[config.mk]
export PLATFORM = sky130hd
export DESIGN_NAME = dma_term_ctl
export DESIGN_NICKNAME = d
export VERILOG_FILES = /design/src/rtl/dmat_pkg.sv /design/src/rtl/dmat_rst_sync.sv /design/src/rtl/dmat_done_filt.sv /design/src/rtl/dmat_seq.sv /design/src/rtl/dmat_dp.sv /design/src/rtl/dma_term_ctl.sv
export SDC_FILE = /design/constraint.sdc
export NUM_CORES = 1
export LEC_CHECK = 0
export BUFFER_PORTS_ARGS = -buffer_cell sky130_fd_sc_hd__buf_2
export CAP_MARGIN = 0
export CORE_ASPECT_RATIO = 0.6
export CORE_MARGIN = 1
export CORE_UTILIZATION = 51
export CTS_CLUSTER_DIAMETER = 50
export DETAILED_ROUTE_END_ITERATION = 8
export GPL_TIMING_DRIVEN = 1
export PLACE_DENSITY = 0.76
export REMOVE_ABC_BUFFERS = 1
export SYNTH_ARGS = -nofsm -noshare
export SYNTH_HDL_FRONTEND = slang
export SYNTH_SLANG_ARGS = --single-unit
[constraint.sdc]
create_clock -name clk -period 3.41 [get_ports clk]
set_input_delay 1.023 -clock clk [delete_from_list [all_inputs] [get_ports clk]]
set_output_delay 1.023 -clock clk [all_outputs]
set_load 0.02 [all_outputs]
[src/rtl/dmat_pkg.sv]
package dmat_pkg;

  typedef enum logic [1:0] {
    CH_IDLE = 2'd0,
    CH_WAIT = 2'd1,
    CH_XFER = 2'd2
  } ch_state_e;

  // Address advance per closed operand: full word unless the word was cut.
  function automatic logic [1:0] step_bytes(input logic word, input logic cut);
    return (word && !cut) ? 2'd2 : 2'd1;
  endfunction

endpackage

[src/rtl/dmat_rst_sync.sv]
module dmat_rst_sync (
  input  logic clk,
  input  logic arst_n,
  output logic rst_n_o
);

  logic [1:0] sync_q;

  always_ff @(posedge clk or negedge arst_n) begin
    if (!arst_n) sync_q <= 2'b00;
    else         sync_q <= {sync_q[0], 1'b1};
  end

  assign rst_n_o = sync_q[1];

endmodule

[src/rtl/dmat_done_filt.sv]
module dmat_done_filt #(
  parameter int STAGES = 2
) (
  input  logic clk,
  input  logic rst_n,
  input  logic done_in_i,
  output logic seen_o
);

  logic [STAGES-1:0] hist_q, hist_d;

  generate
    if (STAGES == 1) begin : g_one
      always_comb hist_d = done_in_i;
    end else begin : g_many
      always_comb hist_d = {hist_q[STAGES-2:0], done_in_i};
    end
  endgenerate

  always_ff @(posedge clk or negedge rst_n) begin
    if (!rst_n) hist_q <= '0;
    else        hist_q <= hist_d;
  end

  assign seen_o = &hist_q;

endmodule

[src/rtl/dmat_seq.sv]
module dmat_seq
  import dmat_pkg::*;
(
  input  logic clk,
  input  logic rst_n,
  input  logic start_i,
  input  logic ext_req_i,
  input  logic dual_addr_i,
  input  logic op_start_i,
  input  logic op_word_i,
  input  logic port8_i,
  input  logic cyc_done_i,
  input  logic dev_cyc_i,
  input  logic dtc_i,
  input  logic seen_i,
  input  logic cnt_one_i,
  output logic load_o,
  output logic close_o,
  output logic step2_o,
  output logic done_o,
  output logic act_o,
  output logic coc_o,
  output logic ndt_o,
  output logic term_o
);

  ch_state_e state_q, state_d;
  logic two_beat_q, two_beat_d;
  logic beat_q, beat_d;
  logic word_q, word_d;
  logic pend_q, pend_d;
  logic coc_q, coc_d;
  logic ndt_q, ndt_d;
  logic term_q, term_d;

  logic xfer, last_beat, own_done, window, recog, cut_req;
  logic close, short_op, finish;

  always_comb begin
    xfer      = (state_q == CH_XFER);
    last_beat = !two_beat_q || beat_q;
    own_done  = ext_req_i && xfer && last_beat && cnt_one_i;
    window    = dual_addr_i || (dev_cyc_i && dtc_i);
    recog     = ext_req_i && xfer && seen_i && window && !own_done;
    cut_req   = pend_q || recog;
    close     = xfer && cyc_done_i && (last_beat || cut_req);
    short_op  = close && !last_beat;
    finish    = close && (cnt_one_i || cut_req);
  end

  always_comb begin
    state_d    = state_q;
    two_beat_d = two_beat_q;
    beat_d     = beat_q;
    word_d     = word_q;
    pend_d     = pend_q;
    coc_d      = coc_q;
    ndt_d      = ndt_q;
    term_d     = 1'b0;
    unique case (state_q)
      CH_IDLE: begin
        if (start_i) begin
          state_d = CH_WAIT;
          coc_d   = 1'b0;
          ndt_d   = 1'b0;
        end
      end
      CH_WAIT: begin
        if (op_start_i) begin
          state_d    = CH_XFER;
          two_beat_d = op_word_i && port8_i;
          beat_d     = 1'b0;
          word_d     = op_word_i;
          pend_d     = 1'b0;
        end
      end
      CH_XFER: begin
        if (close) begin
          if (finish) begin
            state_d = CH_IDLE;
            coc_d   = 1'b1;
            ndt_d   = cut_req;
            term_d  = 1'b1;
          end else begin
            state_d = CH_WAIT;
          end
        end else begin
          if (cyc_done_i) beat_d = 1'b1;
          if (recog)      pend_d = 1'b1;
        end
      end
      default: state_d = CH_IDLE;
    endcase
  end

  always_ff @(posedge clk or negedge rst_n) begin
    if (!rst_n) begin
      state_q    <= CH_IDLE;
      two_beat_q <= 1'b0;
      beat_q     <= 1'b0;
      word_q     <= 1'b0;
      pend_q     <= 1'b0;
      coc_q      <= 1'b0;
      ndt_q      <= 1'b0;
      term_q     <= 1'b0;
    end else begin
      state_q    <= state_d;
      two_beat_q <= two_beat_d;
      beat_q     <= beat_d;
      word_q     <= word_d;
      pend_q     <= pend_d;
      coc_q      <= coc_d;
      ndt_q      <= ndt_d;
      term_q     <= term_d;
    end
  end

  assign load_o  = (state_q == CH_IDLE) && start_i;
  assign close_o = close;
  assign step2_o = step_bytes(word_q, short_op) == 2'd2;
  assign done_o  = own_done;
  assign act_o   = (state_q != CH_IDLE);
  assign coc_o   = coc_q;
  assign ndt_o   = ndt_q;
  assign term_o  = term_q;

endmodule

[src/rtl/dmat_dp.sv]
module dmat_dp #(
  parameter int CNT_W  = 16,
  parameter int ADDR_W = 24
) (
  input  logic              clk,
  input  logic              rst_n,
  input  logic              load_i,
  input  logic              close_i,
  input  logic              step2_i,
  input  logic              mar_en_i,
  input  logic              dar_en_i,
  input  logic [CNT_W-1:0]  cnt_init_i,
  input  logic [ADDR_W-1:0] mar_init_i,
  input  logic [ADDR_W-1:0] dar_init_i,
  output logic [CNT_W-1:0]  count_o,
  output logic [ADDR_W-1:0] mar_o,
  output logic [ADDR_W-1:0] dar_o,
  output logic              cnt_one_o
);

  localparam logic [CNT_W-1:0]  CNT_ONE = CNT_W'(1);
  localparam logic [ADDR_W-1:0] STEP_B  = ADDR_W'(1);
  localparam logic [ADDR_W-1:0] STEP_W  = ADDR_W'(2);

  logic [CNT_W-1:0]  cnt_q, cnt_d;
  logic [ADDR_W-1:0] mar_q, mar_d, dar_q, dar_d, step;
  logic              cnt_en, mar_upd, dar_upd;

  always_comb begin
    step    = step2_i ? STEP_W : STEP_B;
    cnt_en  = load_i || close_i;
    mar_upd = load_i || (close_i && mar_en_i);
    dar_upd = load_i || (close_i && dar_en_i);
    cnt_d   = load_i ? cnt_init_i : (cnt_q - CNT_ONE);
    mar_d   = load_i ? mar_init_i : (mar_q + step);
    dar_d   = load_i ? dar_init_i : (dar_q + step);
  end

  always_ff @(posedge clk or negedge rst_n) begin
    if (!rst_n) cnt_q <= '0;
    else if (cnt_en) cnt_q <= cnt_d;
  end

  always_ff @(posedge clk or negedge rst_n) begin
    if (!rst_n) mar_q <= '0;
    else if (mar_upd) mar_q <= mar_d;
  end

  always_ff @(posedge clk or negedge rst_n) begin
    if (!rst_n) dar_q <= '0;
    else if (dar_upd) dar_q <= dar_d;
  end

  assign count_o   = cnt_q;
  assign mar_o     = mar_q;
  assign dar_o     = dar_q;
  assign cnt_one_o = (cnt_q == CNT_ONE);

endmodule

[src/rtl/dma_term_ctl.sv]
module dma_term_ctl #(
  parameter int CNT_W       = 16,
  parameter int ADDR_W      = 24,
  parameter int DONE_STAGES = 2
) (
  input  logic              clk,
  input  logic              rst_n,
  input  logic              start_i,
  input  logic [CNT_W-1:0]  cnt_init_i,
  input  logic [ADDR_W-1:0] mar_init_i,
  input  logic [ADDR_W-1:0] dar_init_i,
  input  logic              ext_req_i,
  input  logic              dual_addr_i,
  input  logic              mar_step_en_i,
  input  logic              dar_step_en_i,
  input  logic              op_start_i,
  input  logic              op_word_i,
  input  logic              port8_i,
  input  logic              cyc_done_i,
  input  logic              dev_cyc_i,
  input  logic              dtc_i,
  input  logic              done_in_i,
  output logic              done_o,
  output logic              act_o,
  output logic              coc_o,
  output logic              ndt_o,
  output logic              term_o,
  output logic [CNT_W-1:0]  count_o,
  output logic [ADDR_W-1:0] mar_o,
  output logic [ADDR_W-1:0] dar_o
);

  logic rst_sync_n;
  logic seen, load, close, step2, cnt_one;

  dmat_rst_sync u_rst (
    .clk    (clk),
    .arst_n (rst_n),
    .rst_n_o(rst_sync_n)
  );

  dmat_done_filt #(.STAGES(DONE_STAGES)) u_filt (
    .clk      (clk),
    .rst_n    (rst_sync_n),
    .done_in_i(done_in_i),
    .seen_o   (seen)
  );

  dmat_seq u_seq (
    .clk        (clk),
    .rst_n      (rst_sync_n),
    .start_i    (start_i),
    .ext_req_i  (ext_req_i),
    .dual_addr_i(dual_addr_i),
    .op_start_i (op_start_i),
    .op_word_i  (op_word_i),
    .port8_i    (port8_i),
    .cyc_done_i (cyc_done_i),
    .dev_cyc_i  (dev_cyc_i),
    .dtc_i      (dtc_i),
    .seen_i     (seen),
    .cnt_one_i  (cnt_one),
    .load_o     (load),
    .close_o    (close),
    .step2_o    (step2),
    .done_o     (done_o),
    .act_o      (act_o),
    .coc_o      (coc_o),
    .ndt_o      (ndt_o),
    .term_o     (term_o)
  );

  dmat_dp #(.CNT_W(CNT_W), .ADDR_W(ADDR_W)) u_dp (
    .clk       (clk),
    .rst_n     (rst_sync_n),
    .load_i    (load),
    .close_i   (close),
    .step2_i   (step2),
    .mar_en_i  (mar_step_en_i),
    .dar_en_i  (dar_step_en_i),
    .cnt_init_i(cnt_init_i),
    .mar_init_i(mar_init_i),
    .dar_init_i(dar_init_i),
    .count_o   (count_o),
    .mar_o     (mar_o),
    .dar_o     (dar_o),
    .cnt_one_o (cnt_one)
  );

endmodule

==> flow_summary_export.csv <==
group,metric,value,unit
run_status,outcome,"finished with violations",
run_status,violations,"setup timing",
detailed_routing,dr.first_iter.drc_count,433,
synth,synth_edf_count,0,
synth,avgSynthCellArea,8.72,um^2
worst_setup_path,worstPathRequired,3660,ps
min_path,hold_class,"flop to flop",
detailed_routing,wl_met1,6.27,mm
timing,skew,5.58,ps
layout,drive_gt1_share,33.8,%
floorplan,fp.dieW,123,um
synth,yosysTopAreaCellShare,43.1,%
layout,n_antenna_cell,0,
power,comb_power_share,45.2,%
place,gp_congestion,0.926,
floorplan,dieArea,9170,um^2
detailed_routing,num_vias,4863,
power,pwr-share-clk,21.0,%
cts,tritoncts,"yes",
timing,relSlewSlack,34.1,%
timing,rsz0062_at_grt,"yes",
cts,clk_latency,340,ps
place,placed_area,5550,um^2
cts,cts.path.max_buffers,2,
place,hpwl,9.76,mm
timing,finalCriticalPeriod,3440,ps
detailed_routing,drc,0,
worst_setup_path,crit_fanout,4,
cts,clk_pin_slew,60,ps
worst_setup_path,cp_slowest_cell,"fa_2",
grt,grt_antenna_before_repair,0,
timing,hold_violations,0,
synth,ys_types,57,
floorplan,dieHeight,74.6,um
synth,synth-seq-cells,77,
worst_setup_path,cp-start-kind,"input pin",
worst_setup_path,critical-path-top-delay-family,"simple AND/OR/NAND/NOR gates",
detailed_routing,antenna_left,0,
layout,area_growth,35.5,%
worst_setup_path,worst_path_largest_cell_delay,330,ps
synth,yosys.cell_count.top_type,"dfrtp_1",
synth,post-synth-top-area-cell,"dfrtp_1",
floorplan,row_count,26,
synth,ys_seq_area_share,43.1,%
worst_setup_path,path_cells,"buf_6 > and3b_2 > and4_4 > nor2_4 > o21ai_4 > ha_2 > inv_2 > fa_2 > nand4b_1 > nor4_2 > buf_4 > nand3_2 > or3_1 > a31oi_1",
detailed_routing,avgViaCountPerCell,6.04,
timing,timing.fmax,0.291,GHz
synth,syn_inst,513,
timing,setup_viol,2,
cts,clkSinkCount,77,
worst_setup_path,crit_path_end_kind,"flop",
grt,track_usage,31.4,%
synth,synth.area.top_cells,"dfrtp_1 43%, nor2_1 4.9%, o21ai_0 4.0%",
grt,grt_pass1_wl,21.7,mm
cts,clock-root-buffer,"clkbuf_16",
grt,grt_max_degree,76,
power,swShare,44.7,%
synth,synth_common_cells,"77 x dfrtp_1, 59 x nor2_1, 46 x nand2_1",
timing,setup_slack,-31.2,ps
grt,gr-total-overflow,0,
power,p_total,5.60,mW
cts,cts_hold_buf,0,
place,dp_slack,-900,ps
place,port_buffers,146,
detailed_routing,avgRoutedWirePerCell,17.5,um
worst_setup_path,critPathBufInv,3,
floorplan,core-area,8520,um^2
power,switchingPower,2.50,mW
power,powerDensity,923,nW/um^2
power,p_leak,2.69,nW
worst_setup_path,crit_type,"input pin to flop",
detailed_routing,met3_length,1.47,mm
layout,final_area,6060,um^2
worst_setup_path,critical_path_arrival,3690,ps
detailed_routing,wl,14.1,mm
cts,cts_buffers,9,
floorplan,pin_count,147,
timing,tightest_slew,989,ps
detailed_routing,met2_length,6.14,mm
flow_run,maxCapViolCount,0,
detailed_routing,topRoutingLayerUsed,"met4",
cts,htreeDepth,3,
power,ir_drop,0.000563,V
synth,synthArstFlopShare,100,%
layout,fin_nets,774,
synth,synth_flop_cell,"dfrtp_1",
power,p_int,3.09,mW
timing,fin_crit_sh,101,%
synth,yosysWarnings,0,
timing,slew_violations,0,
power,seqPwrFrac,33.9,%
detailed_routing,dr.pass1.iters,7,
floorplan,start_util,52.5,%
synth,syn_area,4480,um^2
grt,grt_pass1_vias,4320,
## metrics by stage
stage / util, % / setup TNS, ps / cells / hold WS, ps
2_1_floorplan: - / -36560 / 487 / 331
3_3_place_gp: 65.1 / -10130 / 785 / 335
3_5_place_dp: 65.1 / -19250 / 785 / 344
4_1_cts: 70.7 / -53.3 / 803 / 358
5_1_grt: 71.1 / -526 / 805 / 376
6_report: 71.1 / -35.5 / 805 / 355
## power by group through the flow
stage                     clock network [mW]  registers [mW]  logic, mW
final                                   1.17            1.90       2.53
after global routing                    1.23            1.96       2.77
after CTS                               1.19            1.87       2.51
after detailed placement                   0            1.86       2.42
after global placement                     0            1.84       2.34
after floorplan                            0            2.22       1.04
## worst paths after layout
| check | from | end | slack (ps) | cells after the start |
|---|---|---|---|---|
| min in group asynchronous | rst_n | u_rst.sync_q[0] | 450 | 1 |
| max in group asynchronous | u_rst.sync_q[1] | u_dp.mar_o[17] | 2280 | 0 |
| worst max-delay path | cyc_done_i | u_dp.mar_o[18] | -30 | 14 |
| worst min-delay path | u_rst.sync_q[0] | u_rst.sync_q[1] | 360 | 0 |
| worst min register to register | u_rst.sync_q[0] | u_rst.sync_q[1] | 360 | 0 |
| worst max register to register | u_seq.state_q[0] | u_dp.mar_o[18] | 190 | 13 |
## kinds of logic after synthesis
| family | Yosys count | share of synthesized area [%] |
|---|---|---|
| AO/OA/AOI/OAI | 135 | 20.0 |
| XOR/XNOR | 20 | 3.91 |
| adder cells (fa/ha/maj) | 8 | 2.57 |
| buffers and inverters | 44 | 3.77 |
| flip-flops | 77 | 43.1 |
| multiplexers | 7 | 1.65 |
| other | 1 | 0.0838 |
| AND/OR/NAND/NOR | 221 | 24.9 |
## state kept, by name, summed over array words and instances (netlist names), 2 cells and up
name / cells
u_dp.dar_o: 24
u_dp.mar_o: 24
u_dp.count_o: 16
u_filt.hist_q: 2
u_rst.sync_q: 2
u_seq.state_q: 2
## cells in the final DEF, fill, tap and decap left out, types with 4 or more instances in the layout
| master | instances |
|---|---|
| xor2_1 | 17 |
| o2111ai_1 | 10 |
| dfrtp_1 | 76 |
| buf_4 | 43 |
| clkbuf_16 | 9 |
| o21ai_0 | 33 |
| a211o_1 | 4 |
| bufinv_16 | 4 |
| and3_1 | 7 |
| nor3_1 | 18 |
| a31oi_1 | 21 |
| o31ai_1 | 5 |
| nor4_1 | 6 |
| o22ai_1 | 4 |
| nand4_1 | 10 |
| or3_1 | 15 |
| or4_1 | 9 |
| nand2_1 | 44 |
| a21oi_1 | 16 |
| o211ai_1 | 12 |
| mux2i_1 | 4 |
| inv_1 | 16 |
| o21a_1 | 4 |
| buf_2 | 145 |
| nor2_1 | 57 |
| ha_1 | 4 |
| nand3_1 | 21 |
| nand2b_1 | 4 |
## area by class of cell
| type | count | area [um^2] |
|---|---|---|
| tap | 112 | 140 |
| clock buffer | 10 | 229 |
| multi-input combinational | 392 | 2490 |
| inverter | 18 | 67.6 |
| timing repair buffer | 190 | 1070 |
| clock inverter | 6 | 135 |
| fill | 677 | 2460 |
| sequential | 77 | 1930 |
## per-layer routing
metal / up-vias / global-route usage (%)
met1: 2320 / 44.3
met3: 25 / 9.13
met2: 258 / 47.1
met5: - / 0
met4: 0 / 9.35
li1: 2260 / -
## repair_timing
| item | CTS | global route |
|---|---|---|
| setup endpoints to repair | 26 | 19 |
| resized for setup | 23 | 8 |
| setup buffers | 2 | 3 |
| pin swaps | 16 | 10 |
Note: power is estimated with default switching activity, not from simulation.
